<file path="config.mk">
export PLATFORM = sky130hd
export DESIGN_NAME = spi_rate_gen
export DESIGN_NICKNAME = d
export VERILOG_FILES = /design/src/rtl/spi_rate_pkg.sv /design/src/rtl/rate_search.sv /design/src/rtl/rate_index_pick.sv /design/src/rtl/sclk_shaper.sv /design/src/rtl/spi_rate_gen.sv
export SDC_FILE = /design/constraint.sdc
export NUM_CORES = 1
export LEC_CHECK = 0
export ABC_AREA = 1
export BUFFER_PORTS_ARGS = -buffer_cell sky130_fd_sc_hd__buf_4
export CORE_MARGIN = 2
export CORE_UTILIZATION = 60
export CTS_BUF_LIST = sky130_fd_sc_hd__clkbuf_4 sky130_fd_sc_hd__clkbuf_8
export DETAILED_ROUTE_END_ITERATION = 8
export GPL_ROUTABILITY_DRIVEN = 0
export PLACE_DENSITY = 0.79
export SLEW_MARGIN = 40
export SYNTH_ARGS = -nofsm -noshare
export SYNTH_HDL_FRONTEND = slang
export SYNTH_HIERARCHICAL = 1
export SYNTH_SLANG_ARGS = --single-unit
</file>
<file path="constraint.sdc">
create_clock -name clk -period 14.07 [get_ports clk]
set_input_delay 4.221 -clock clk [delete_from_list [all_inputs] [get_ports clk]]
set_output_delay 4.221 -clock clk [all_outputs]
set_load 0.03 [all_outputs]
</file>
<file path="src/rtl/spi_rate_pkg.sv">
package spi_rate_pkg;
  localparam int IDX_W    = 5;
  localparam int RATIO_W  = 11;
  localparam int IDX_TOP  = 18;
  localparam int IDX_SAFE = 2;
  localparam int WORD_W   = 32;
  localparam int FIELD_LSB = 14;

  // ratio for a table index: odd -> 3*2^k, even -> 2^(n/2+1); 0 -> 0
  function automatic logic [RATIO_W-1:0] ratio_of(input logic [IDX_W-1:0] n);
    logic [RATIO_W-1:0] r;
    if (n == '0)
      r = '0;
    else if (n[0])
      r = RATIO_W'(3) << ((n - 1) >> 1);
    else
      r = RATIO_W'(1) << ((n >> 1) + 1);
    return r;
  endfunction
endpackage

</file>
<file path="src/rtl/rate_search.sv">
module rate_search
  import spi_rate_pkg::*;
#(
  parameter int FREQ_W = 32
) (
  input  logic              clk,
  input  logic              rst_n,
  input  logic              lim_sel,
  input  logic              req_valid,
  output logic              req_ready,
  input  logic [FREQ_W-1:0] ref_hz,
  input  logic [FREQ_W-1:0] tgt_hz,
  output logic [IDX_W-1:0]  res_idx,
  output logic              done
);
  localparam int PROD_W = FREQ_W + RATIO_W;

  logic              busy_q;
  logic [IDX_W-1:0]  try_q;
  logic [IDX_W-1:0]  lim_q;
  logic [FREQ_W-1:0] ref_q;
  logic [FREQ_W-1:0] tgt_q;
  logic [PROD_W-1:0] prod;
  logic              hit;
  logic              last;

  assign req_ready = !busy_q;
  assign prod = PROD_W'(tgt_q) * PROD_W'(ratio_of(try_q));
  assign hit  = prod >= PROD_W'(ref_q);
  assign last = (try_q == lim_q - IDX_W'(1));

  always_ff @(posedge clk) begin
    if (!rst_n) begin
      busy_q  <= 1'b0;
      try_q   <= IDX_W'(IDX_SAFE);
      lim_q   <= IDX_W'(16);
      ref_q   <= '0;
      tgt_q   <= '0;
      res_idx <= IDX_W'(IDX_SAFE);
      done    <= 1'b0;
    end else begin
      done <= 1'b0;
      if (!busy_q) begin
        if (req_valid) begin
          busy_q <= 1'b1;
          try_q  <= IDX_W'(IDX_SAFE);
          lim_q  <= lim_sel ? IDX_W'(IDX_TOP) : IDX_W'(16);
          ref_q  <= ref_hz;
          tgt_q  <= tgt_hz;
        end
      end else if (hit || last) begin
        busy_q  <= 1'b0;
        done    <= 1'b1;
        res_idx <= hit ? try_q : lim_q;
      end else begin
        try_q <= try_q + IDX_W'(1);
      end
    end
  end

  assert_done_pulse_R8: assert property (@(posedge clk) disable iff (!rst_n)
    done |=> !done);
  assert_result_range_R7: assert property (@(posedge clk) disable iff (!rst_n)
    done |-> (res_idx >= IDX_W'(IDX_SAFE) && res_idx <= IDX_W'(IDX_TOP)));
  assert_busy_after_take_R9: assert property (@(posedge clk) disable iff (!rst_n)
    (req_valid && req_ready) |=> !req_ready);
  assert_result_held_R10: assert property (@(posedge clk) disable iff (!rst_n)
    !done |-> $stable(res_idx));
endmodule

</file>
<file path="src/rtl/rate_index_pick.sv">
module rate_index_pick
  import spi_rate_pkg::*;
(
  input  logic             clk,
  input  logic             rst_n,
  input  logic             use_auto,
  input  logic             fast_ok,
  input  logic [IDX_W-1:0] man_idx,
  input  logic [IDX_W-1:0] auto_idx,
  output logic [IDX_W-1:0] use_idx
);
  logic [IDX_W-1:0] raw;

  always_comb begin
    raw = use_auto ? auto_idx : man_idx;
    if (raw == '0)
      use_idx = IDX_W'(IDX_SAFE);
    else if (raw == IDX_W'(1) && !fast_ok)
      use_idx = IDX_W'(IDX_SAFE);
    else if (raw > IDX_W'(IDX_TOP))
      use_idx = IDX_W'(IDX_TOP);
    else
      use_idx = raw;
  end

  assert_never_zero_R4: assert property (@(posedge clk) disable iff (!rst_n)
    (use_idx != '0) && (use_idx <= IDX_W'(IDX_TOP)));
  assert_fast_gate_R4: assert property (@(posedge clk) disable iff (!rst_n)
    (use_idx == IDX_W'(1)) |-> fast_ok);
endmodule

</file>
<file path="src/rtl/sclk_shaper.sv">
module sclk_shaper
  import spi_rate_pkg::*;
(
  input  logic               clk,
  input  logic               rst_n,
  input  logic               en,
  input  logic               cpol,
  input  logic [RATIO_W-1:0] next_ratio,
  output logic               sclk,
  output logic               shift_stb,
  output logic               sample_stb
);
  logic [RATIO_W-1:0] cnt_q;
  logic [RATIO_W-1:0] cur_ratio;
  logic [RATIO_W-1:0] half;
  logic               act_q;
  logic               wrap;

  assign half = cur_ratio >> 1;
  assign wrap = (cnt_q == cur_ratio - RATIO_W'(1));
  assign sclk = cpol ^ act_q;

  always_ff @(posedge clk) begin
    if (!rst_n) begin
      cnt_q      <= '0;
      cur_ratio  <= RATIO_W'(4);
      act_q      <= 1'b0;
      shift_stb  <= 1'b0;
      sample_stb <= 1'b0;
    end else if (!en) begin
      cnt_q      <= '0;
      cur_ratio  <= next_ratio;
      act_q      <= 1'b0;
      shift_stb  <= 1'b0;
      sample_stb <= 1'b0;
    end else begin
      shift_stb  <= (cnt_q == '0);
      sample_stb <= (cnt_q == half);
      if (cnt_q == '0)
        act_q <= 1'b1;
      else if (cnt_q == half)
        act_q <= 1'b0;
      if (wrap) begin
        cnt_q     <= '0;
        cur_ratio <= next_ratio;
      end else begin
        cnt_q <= cnt_q + RATIO_W'(1);
      end
    end
  end

  assert_idle_level_R2: assert property (@(posedge clk) disable iff (!rst_n)
    !en |=> (sclk == cpol && !shift_stb && !sample_stb));
  assert_strobe_excl_R3: assert property (@(posedge clk) disable iff (!rst_n)
    !(shift_stb && sample_stb));
  assert_ratio_boundary_R5: assert property (@(posedge clk) disable iff (!rst_n)
    (en && !wrap) |=> $stable(cur_ratio));
  assert_shift_on_rise_R3: assert property (@(posedge clk) disable iff (!rst_n)
    shift_stb |-> (sclk != cpol));
endmodule

</file>
<file path="src/rtl/spi_rate_gen.sv">
module spi_rate_gen
  import spi_rate_pkg::*;
#(
  parameter int FREQ_W = 32
) (
  input  logic              clk,
  input  logic              rst_n,
  input  logic              en,
  input  logic              cpol,
  input  logic              fast_ok,
  input  logic              use_auto,
  input  logic [IDX_W-1:0]  idx_in,
  input  logic              lim_sel,
  input  logic              req_valid,
  output logic              req_ready,
  input  logic [FREQ_W-1:0] ref_hz,
  input  logic [FREQ_W-1:0] tgt_hz,
  output logic              sclk,
  output logic              shift_stb,
  output logic              sample_stb,
  output logic [IDX_W-1:0]  res_idx,
  output logic [WORD_W-1:0] res_word,
  output logic              done
);
  logic [IDX_W-1:0]   use_idx;
  logic [RATIO_W-1:0] next_ratio;

  rate_search #(.FREQ_W(FREQ_W)) u_search (
    .clk(clk), .rst_n(rst_n), .lim_sel(lim_sel),
    .req_valid(req_valid), .req_ready(req_ready),
    .ref_hz(ref_hz), .tgt_hz(tgt_hz),
    .res_idx(res_idx), .done(done)
  );

  rate_index_pick u_pick (
    .clk(clk), .rst_n(rst_n), .use_auto(use_auto), .fast_ok(fast_ok),
    .man_idx(idx_in), .auto_idx(res_idx), .use_idx(use_idx)
  );

  assign next_ratio = ratio_of(use_idx);

  sclk_shaper u_shape (
    .clk(clk), .rst_n(rst_n), .en(en), .cpol(cpol),
    .next_ratio(next_ratio), .sclk(sclk),
    .shift_stb(shift_stb), .sample_stb(sample_stb)
  );

  always_comb begin
    res_word = '0;
    res_word[FIELD_LSB +: IDX_W] = res_idx;
  end
endmodule

</file>
==> results.ini, run 1 <==
[outcome]
status = completed

[synthesis]
synth_edf_count = 0
synth_flop_cell = dfxtp_1
yosys_warnings = 6
synth-seq-cells = 102
synthCells = 2469
synth_cell_types = 57
avgSynthCellArea_sq_um = 7.23
yosysSeqAreaShare = 0.114
syn_area_sq_mm = 0.0179
async_reset_ff_frac = 0

[clock_network]
root_buffer = clkbuf_8
insertion_delay_ps = 430
holdBufCountCts = 0
post_cts_buffers = 0
post_cts_resized = 0
cts_tree = built
cts_buffers = 9
htreeDepth = 3
cts_buffer_depth = 2
cts.sinks = 102
path_clk_slew_ps = 110

[grt]
grt_util_all_layers = 0.304
antenna_found_initial = 0
grt_max_degree = 85
grt_pass1_vias = 16000
grt_pass1_wl_mm = 75.3
grt-ovfl-total = 0

[timing]
fmax_ghz = 0.109
rsz0062_at_grt = no
timing.slew.headroom = 0.502
finalSetupTns_ps = 0
fin_crit_ps = 9210
finalClockSkew_ps = 11.0
setup_viol = 0
worst_slew_pin_slew_ps = 739
hold_viol = 0
slew_viol_final = 0
fin_crit_sh = 0.655

[pwr]
leakage_nw = 9.59
seqPwrFrac = 0.201
ir_drop_uv = 63.9
power_frac_comb = 0.689
pwr-share-clk = 0.111
p_sw_w = 0.00105
p_per_area_mw_per_mm2 = 102
power.internal_w = 0.000861
switching_share = 0.549

[floorplanning]
fp-row-count = 63
core_sq_mm = 0.0295
die_h_um = 177
die-area_sq_mm = 0.0312
die_w_um = 177
start_util = 0.606
io_pins = 119

[routing]
drt_first_pass_iters = 6
drcViolationCount = 0
ant_nets = 0
wl_met2_mm = 23.1
met1_length_mm = 17.1
vias_per_cell = 5.42
wl_met3_mm = 2.81
top_layer_used = met5
wl_per_cell_um = 15.7
routed_wl_mm = 45.3
first_iter_violations = 1056
vias = 15700

[final_layout]
final_cell_mix = nand2_1 (563), inv_1 (476), fa_1 (269), nor2_1 (266), a21oi_1 (138)
final_nets = 2959
stdcell_count = 2889
synthToLayoutAreaGrowth_pct = 5.09
final_common_cell = nand2_1
drive_gt1_frac = 0.0944
utilization = 0.637
antenna_cells = 0

[placed_design]
dp.cells = 2873
io_buffers = 91
dpl.hpwl_mm = 37.1

[setup_path]
path_delay_family = adder cells
crit_path_frequent_cell = nand2_1
critical_path_class = register to register
cp_slowest_stage_delay_ps = 530
required_ps = 14430
end_kind = register
crit_fanout = 13
critPathLaunchType = register
path_buf_inv = 11
slowest_stage = fa_1
worstPathArrival_ps = 9570

[worst_hold_path]
hold_class = register to register

[job]
maxCapViolations = 0

## cell usage after synthesis, types with 12 or more instances
library cell | number | area share
xor2_1 | 40 | 0.020
nand2_1 | 564 | 0.12
nand3_1 | 82 | 0.023
ha_1 | 119 | 0.083
clkbuf_1 | 40 | 0.0084
nor3_1 | 19 | 0.0053
buf_1 | 15 | 0.0032
inv_2 | 15 | 0.0032
o21ai_0 | 90 | 0.025
nor2_2 | 24 | 0.0084
buf_4 | 35 | 0.015
nor2_1 | 266 | 0.056
nand2_2 | 36 | 0.013
a21oi_1 | 138 | 0.039
nand3_2 | 12 | 0.0067
inv_1 | 478 | 0.10
xnor2_1 | 16 | 0.0078
fa_1 | 269 | 0.30
dfxtp_1 | 102 | 0.11
## final cells by class
type | instances | area, sq um
Clock buffer | 10 | 131
Clock inverter | 6 | 77.6
Tap cell | 390 | 488
Inverter | 502 | 1890
Sequential cell | 102 | 2040
Fill cell | 2626 | 10700
Multi-Input combinational cell | 1777 | 13400
Timing Repair Buffer | 102 | 766
## stage by stage
stage	hold WS [ps]	total power, W	area (sq um)	setup WS (ps)
final	471	0.00191	18800	4860
after global routing	493	0.00209	18800	4260
after CTS	472	0.00191	18800	5030
after detailed placement	455	0.00169	18600	5140
after global placement	454	0.00164	18600	5200
after floorplan	435	0.00135	18000	5150
## logic make-up (layout without fill, tap and decap cells)
logic type               Yosys count  after routing  synth area share
flip-flops                       102            102             0.114
AND/OR/NAND/NOR                 1043           1043             0.251
adder cells (fa/ha/maj)          388            388             0.385
AO/OA/AOI/OAI                    262            262            0.0781
XOR/XNOR                          57             57            0.0284
buffers and inverters            616            620             0.143
other                              1             27          0.000210
## worst paths after layout
check	from	to	cells past startpoint	slack (ps)
worst max register to register	u_search/try_q[0]	u_search/try_q[4]	45	4860
worst min-delay path	u_search/ref_q[17]	u_search/ref_q[17]	2	470
worst max-delay path	u_search/try_q[0]	u_search/try_q[4]	45	4860
worst min register to register	u_search/ref_q[17]	u_search/ref_q[17]	2	470
## power by group through the flow
stage	Combinational (W)	Sequential [W]	Clock, W
floorplan	0.000989	0.000360	0
CTS	0.00131	0.000381	0.000218
global placement	0.00126	0.000386	0
global route	0.00148	0.000386	0.000227
finish	0.00131	0.000383	0.000211
detailed placement	0.00130	0.000388	0
## per-layer routing
layer / GRT usage / vias up
met2: 0.542 / 594
met5: 0.0208 / -
met4: 0.145 / 2
met1: 0.353 / 7513
li1: - / 7404
met3: 0.0491 / 153
## flip-flops by register name, indices dropped and copies added, names as in the netlist
| name | cells |
|---|---|
| u_shape/shift_stb | 1 |
| u_search/res_idx | 5 |
| u_shape/cur_ratio | 11 |
| u_shape/sample_stb | 1 |
| u_search/tgt_q | 32 |
| u_shape/act_q | 1 |
| u_shape/cnt_q | 11 |
| u_search/busy_q | 1 |
| u_search/ref_q | 32 |
| u_search/done | 1 |
| u_search/try_q | 5 |
| u_search/lim_q | 1 |
## worst min-delay path, delay by kind of cell, from the launching register on
kind                   cells  cell delay [ps]
AO/OA/AOI/OAI              1               60
buffers and inverters      1               60
flip-flops                 1              320
No activity file was read; power rests on OpenSTA's default activity.
==> run 2: changes to the inputs <==
- ABC_AREA: 1 -> 0
- CORE_UTILIZATION: 60 -> 58
- PLACE_DENSITY: 0.79 -> 0.8
- clock period: 14.07 -> 8.3 ns (I/O delays scaled with it)
==> results.ini, run 2 <==
[clock_network]
path_clk_slew_ps = 110  ; about the same
cts_buffer_depth = 2  ; unchanged
cts_buffers = 9  ; unchanged
insertion_delay_ps = 430  ; about the same
htreeDepth = 3  ; unchanged
cts.sinks = 102  ; unchanged
cts_tree = built
root_buffer = clkbuf_8

[pwr]
ir_drop_uv = 82.5  ; +29%
p_per_area_mw_per_mm2 = 81.2  ; -20%
leakage_nw = 9.66  ; +0.71%

[setup_path]
worstPathArrival_ps = 9290  ; -280 ps
required_ps = 8620  ; -5810 ps
critical_path_class = register to register
end_kind = register
critPathLaunchType = register
path_delay_family = adder cells
cp_slowest_stage_delay_ps = 570  ; +40 ps
path_buf_inv = 11  ; unchanged
crit_path_frequent_cell = buf_4
crit_fanout = 12  ; -1
slowest_stage = fa_2

[timing]
finalSetupTns_ps = -7360  ; -7360 ps
setup_viol = 12  ; +12
worst_slack_ps = -666  ; -5530 ps
rsz0062_at_grt = yes
timing.slew.headroom = 0.403  ; -0.0994
hold_viol = 0  ; unchanged
fin_crit_ps = 8970  ; -245 ps
worst_slew_pin_slew_ps = 873  ; +134 ps
fmax_ghz = 0.112  ; +2.7%
slew_viol_final = 0  ; unchanged
fin_crit_sh = 1.08  ; +0.426
hold-worst-slack_ps = 469  ; -1.50 ps
finalClockSkew_ps = 17.2  ; +6.19 ps

[synthesis]
synth.cells.most_frequent = nand2_1 (427), inv_1 (312), fa_1 (269), and2_1 (157), ha_1 (119)
synth_edf_count = 0  ; unchanged
synth-seq-cells = 102  ; unchanged
synth_area_leader_cell = fa_1
synth_cell_types = 93  ; +63%
synth_flop_cell = dfxtp_1
synth_top_area_frac = 0.299  ; -0.00247
synthCells = 2212  ; -10%
yosysSeqAreaShare = 0.113  ; -0.000938
avgSynthCellArea_sq_um = 8.14  ; +13%
yosys_warnings = 6  ; unchanged
syn_area_sq_mm = 0.0180  ; +0.83%
synth.most_common_cell = nand2_1
async_reset_ff_frac = 0  ; unchanged
synth_area_leaders = fa_1 (30%), dfxtp_1 (11%), nand2_1 (8.9%)

[outcome]
violations = negative setup slack
status = complete, but fails checks

[placed_design]
dpl-instance-area_sq_mm = 0.0199  ; +7.1%
io_buffers = 91  ; unchanged
dpl.hpwl_mm = 36.8  ; -0.76%
dp.cells = 2699  ; -6.1%

[final_layout]
synthToLayoutAreaGrowth_pct = 15.3
reg.largest.list = u_search/ref_q (32), u_search/tgt_q (32)
antenna_cells = 0  ; unchanged
fin_area_sq_mm = 0.0208  ; +11%
final_cell_mix = nand2_1 (421), inv_1 (300), fa_1 (251), buf_4 (250), and2_1 (147)
final_common_cell = nand2_1
stdcell_count = 2745  ; -5.0%
drive_gt1_frac = 0.178  ; +0.0839
final_nets = 2809  ; -5.1%

[routing]
vias_per_cell = 5.79  ; +6.8%
vias = 15900  ; +1.5%
first_iter_violations = 1372  ; +30%
ant_nets = 0  ; unchanged
drt_first_pass_iters = 6  ; unchanged
drcViolationCount = 0  ; unchanged
routed_wl_mm = 48.2  ; +6.5%
wl_per_cell_um = 17.6  ; +12%

[grt]
grt_max_degree = 113  ; +33%
grt_pass1_wl_mm = 81.9  ; +8.8%
antenna_found_initial = 0  ; unchanged
grt_pass1_vias = 16500  ; +3.1%
grt_util_all_layers = 0.307  ; +0.00340
grt-ovfl-total = 0  ; unchanged

[floorplanning]
start_util = 0.589  ; -0.0171
die_h_um = 180  ; +2.1%
core_sq_mm = 0.0306  ; +3.8%
die-area_sq_mm = 0.0325  ; +4.2%
io_pins = 119  ; unchanged
die_w_um = 180  ; +2.1%
fp-row-count = 64  ; +1.6%

[job]
maxCapViolations = 0  ; unchanged

[worst_hold_path]
hold_class = register to register

run 2: report_power, final:
group	internal, W	leakage (nW)	switching (W)
Combinational	0.000317	8.72	0.000428
Clock	0.000157	0.109	0.000201
Sequential	0.000519	0.835	0.0000632
Total	0.000994	9.66	0.000692
run 2: layout make-up:
type,count,area [sq um]
clock buffers,12,153
clock inverters,4,55.1
fillers,2337,9830
inverters,313,1180
multi-input cells,1647,14600
flip-flops and latches,102,2050
well taps,396,495
repair buffers,271,2270
run 2: layer usage:
layer  GRT usage  wire length, um  vias to the layer above
met5           0                0                        -
met4       0.103             1510                        0
met3      0.0671             4810                      144
met2       0.489            22200                      843
met1       0.417            19700                     7660
li1            -                -                     7251
run 2: repair_timing:
action | CTS | global route
endpoints found under the setup margin | 12 | 12
setup buffers | 25 | 2
gates resized for setup | 66 | 26
pin swaps | 53 | 16
cloned | 4 | 0
hold buffers | 0 | 0
run 2: worst paths after layout:
kind | start | to | slack, ps | depth (start not counted)
setup / recovery | u_search/try_q[1] | u_search/res_idx[4] | -670 | 37
hold / removal | u_search/ref_q[8] | u_search/ref_q[8] | 470 | 2
setup reg to reg | u_search/try_q[1] | u_search/res_idx[4] | -670 | 37
hold reg to reg | u_search/ref_q[8] | u_search/ref_q[8] | 470 | 2
run 2: through the flow:
stage                     total power, W  setup slack (ps)   util
final                            0.00169              -666  0.679
after global routing             0.00179              -925  0.679
after CTS                        0.00166              -454  0.675
after detailed placement         0.00127              -698  0.650
after global placement           0.00125              -386  0.650
after floorplan                  0.00105              -398      -
run 2: logic make-up (layout without fill, tap and decap cells):
logic type	Yosys count	count (layout)	synth area share
compound gates	319	319	0.127
xor+xnor	69	69	0.0352
fa+ha+maj	388	388	0.382
buf+inv	489	600	0.111
flops	102	102	0.113
mux	21	21	0.0119
other cells	1	27	0.000208
simple gates	823	823	0.220
run 2: worst min-delay path, cell delays in order (launching register included):
cell      delay [ps]
dfxtp_1          320
nand2_1           40
a21boi_0          60
==> run 3: changes to the inputs <==
- CORE_MARGIN: 2 -> unset
==> results.ini, run 3 (synthesized netlist as in run 2, its figures left out) <==
[routing]
drt_first_pass_iters = 7  ; +1
drcViolationCount = 0  ; unchanged
vias = 15900  ; +0.27%
ant_nets = 0  ; unchanged
vias_per_cell = 5.81  ; +0.38%
wl_per_cell_um = 17.6  ; +0.30%
first_iter_violations = 1271  ; -7.4%
routed_wl_mm = 48.3  ; +0.19%

[grt]
grt_pass1_vias = 16100  ; -2.4%
grt_util_all_layers = 0.318  ; +0.0111
grt-ovfl-total = 0  ; unchanged
grt_max_degree = 113  ; unchanged
antenna_found_initial = 0  ; unchanged
grt_pass1_wl_mm = 80.2  ; -2.0%

[clock_network]
cts_buffer_depth = 2  ; unchanged
path_clk_slew_ps = 110  ; about the same
cts_tree = built
insertion_delay_ps = 440  ; about the same
htreeDepth = 3  ; unchanged
root_buffer = clkbuf_8
cts.sinks = 102  ; unchanged
holdBufCountCts = 0  ; unchanged
cts_buffers = 9  ; unchanged

[floorplanning]
core_sq_mm = 0.0306  ; unchanged
start_util = 0.589  ; unchanged
io_pins = 119  ; unchanged
die-area_sq_mm = 0.0318  ; -2.2%
fp-row-count = 64  ; unchanged
die_h_um = 178  ; -1.1%
die_w_um = 178  ; -1.1%

[worst_hold_path]
hold_class = register to register

[final_layout]
reg.largest.list = u_search/ref_q (32), u_search/tgt_q (32)
antenna_cells = 0  ; unchanged
fillCellCount = 2348  ; +0.47%
final_cell_mix = nand2_1 (420), inv_1 (296), fa_1 (256), buf_4 (242), and2_1 (149)
final_nets = 2806  ; -0.11%
drive_gt1_frac = 0.175  ; -0.00318
synthToLayoutAreaGrowth_pct = 15.4  ; about the same
final_common_cell = nand2_1

[setup_path]
required_ps = 8670  ; +50 ps
worstPathArrival_ps = 9250  ; -40 ps
critPathLaunchType = register
end_kind = register
crit_fanout = 6  ; -6
critical_path_class = register to register
slowest_stage = fa_2
cp_slowest_stage_delay_ps = 550  ; -20 ps

[outcome]
violations = negative setup slack
status = complete, but fails checks

[job]
maxCapViolations = 0  ; unchanged

[timing]
fin_crit_ps = 8880  ; -90.5 ps
rsz0062_at_grt = yes
setup_viol = 12  ; unchanged
hold-worst-slack_ps = 471  ; +1.77 ps
fmax_ghz = 0.113  ; +1.0%
slew_viol_final = 0  ; unchanged
worst_slack_ps = -575  ; +90.5 ps
hold_viol = 0  ; unchanged
worst_slew_pin_slew_ps = 838  ; -34.8 ps
finalClockSkew_ps = 20.6  ; +3.39 ps
timing.slew.headroom = 0.427  ; +0.0238
finalSetupTns_ps = -6230  ; +1140 ps
fin_crit_sh = 1.07  ; -0.0109

[pwr]
pwr-share-clk = 0.238  ; +0.026
seqPwrFrac = 0.333  ; -0.013
leakage_nw = 9.66  ; about the same
ir_drop_uv = 87.0  ; +5.4%
p_per_area_mw_per_mm2 = 84.4  ; +4.0%
power_frac_comb = 0.429  ; -0.013
switching_share = 0.402  ; -0.00860
power.internal_w = 0.00105  ; +5.6%
p_sw_w = 0.000705  ; +1.9%

[placed_design]
dpl.hpwl_mm = 36.1  ; -1.8%
post-place-ws_ps = -568  ; +130 ps
io_buffers = 91  ; unchanged

[run 3: cell count changes in the layout (fill, tap and decap cells not counted), sizes merged]
cell	previous run	this run
bufinv	1	3
clkbuf	12	9
inv	314	315
buf	271	268
[run 3: through the flow]
step	area [sq um]	utilization	instances	total power [W]
after global placement	19800	0.648	2694	0.00124
after global routing	20800	0.679	2742	0.00185
final	20800	0.679	2742	0.00175
after CTS	20600	0.674	2738	0.00173
after floorplan	18300	-	2238	0.00105
after detailed placement	19800	0.649	2694	0.00127
[run 3: worst paths after layout]
kind,from,endpoint,slack [ps],cells past startpoint
setup reg to reg,u_search/try_q[1],u_search/res_idx[4],-580,39
hold reg to reg,u_search/ref_q[24],u_search/ref_q[24],470,2
setup / recovery,u_search/try_q[1],u_search/res_idx[4],-580,39
hold / removal,u_search/ref_q[24],u_search/ref_q[24],470,2
[run 3: power by group through the flow]
| stage | registers, W | clock network (W) | logic [W] |
|---|---|---|---|
| floorplan | 0.000551 | 0 | 0.000503 |
| global placement | 0.000589 | 0 | 0.000653 |
| detailed placement | 0.000591 | 0 | 0.000675 |
| CTS | 0.000580 | 0.000422 | 0.000725 |
| global route | 0.000587 | 0.000444 | 0.000823 |
| finish | 0.000584 | 0.000418 | 0.000753 |
[run 3: area by class of cell]
| type | instances | area [sq um] | area share |
|---|---|---|---|
| Sequential cell | 102 | 2050 | 0.0985 |
| Tap cell | 396 | 495 | 0.0238 |
| Multi-Input combinational cell | 1647 | 14600 | 0.701 |
| Timing Repair Buffer | 268 | 2240 | 0.108 |
| Clock inverter | 7 | 128 | 0.00614 |
| Clock buffer | 9 | 124 | 0.00596 |
| Inverter | 313 | 1180 | 0.0568 |
[run 3: layer usage]
layer  wire (um)  track usage
met5           0            0
met1       19700        0.433
met2       22000        0.506
met3        5010       0.0667
met4        1660        0.104
[run 3: critical path, delay by kind of cell (launching register included)]
| kind | cells | cell delay (ps) |
|---|---|---|
| AND/OR/NAND/NOR | 8 | 1710 |
| adder cells (fa/ha/maj) | 8 | 3340 |
| XOR/XNOR | 1 | 280 |
| flip-flops | 1 | 360 |
| buffers and inverters | 9 | 900 |
| AO/OA/AOI/OAI | 13 | 2230 |
[run 3: what timing repair did]
item	in CTS	in global routing
cloned	3	0
setup endpoints to repair	12	12
resized for setup	61	36
pin swaps	25	28
setup buffers	25	6
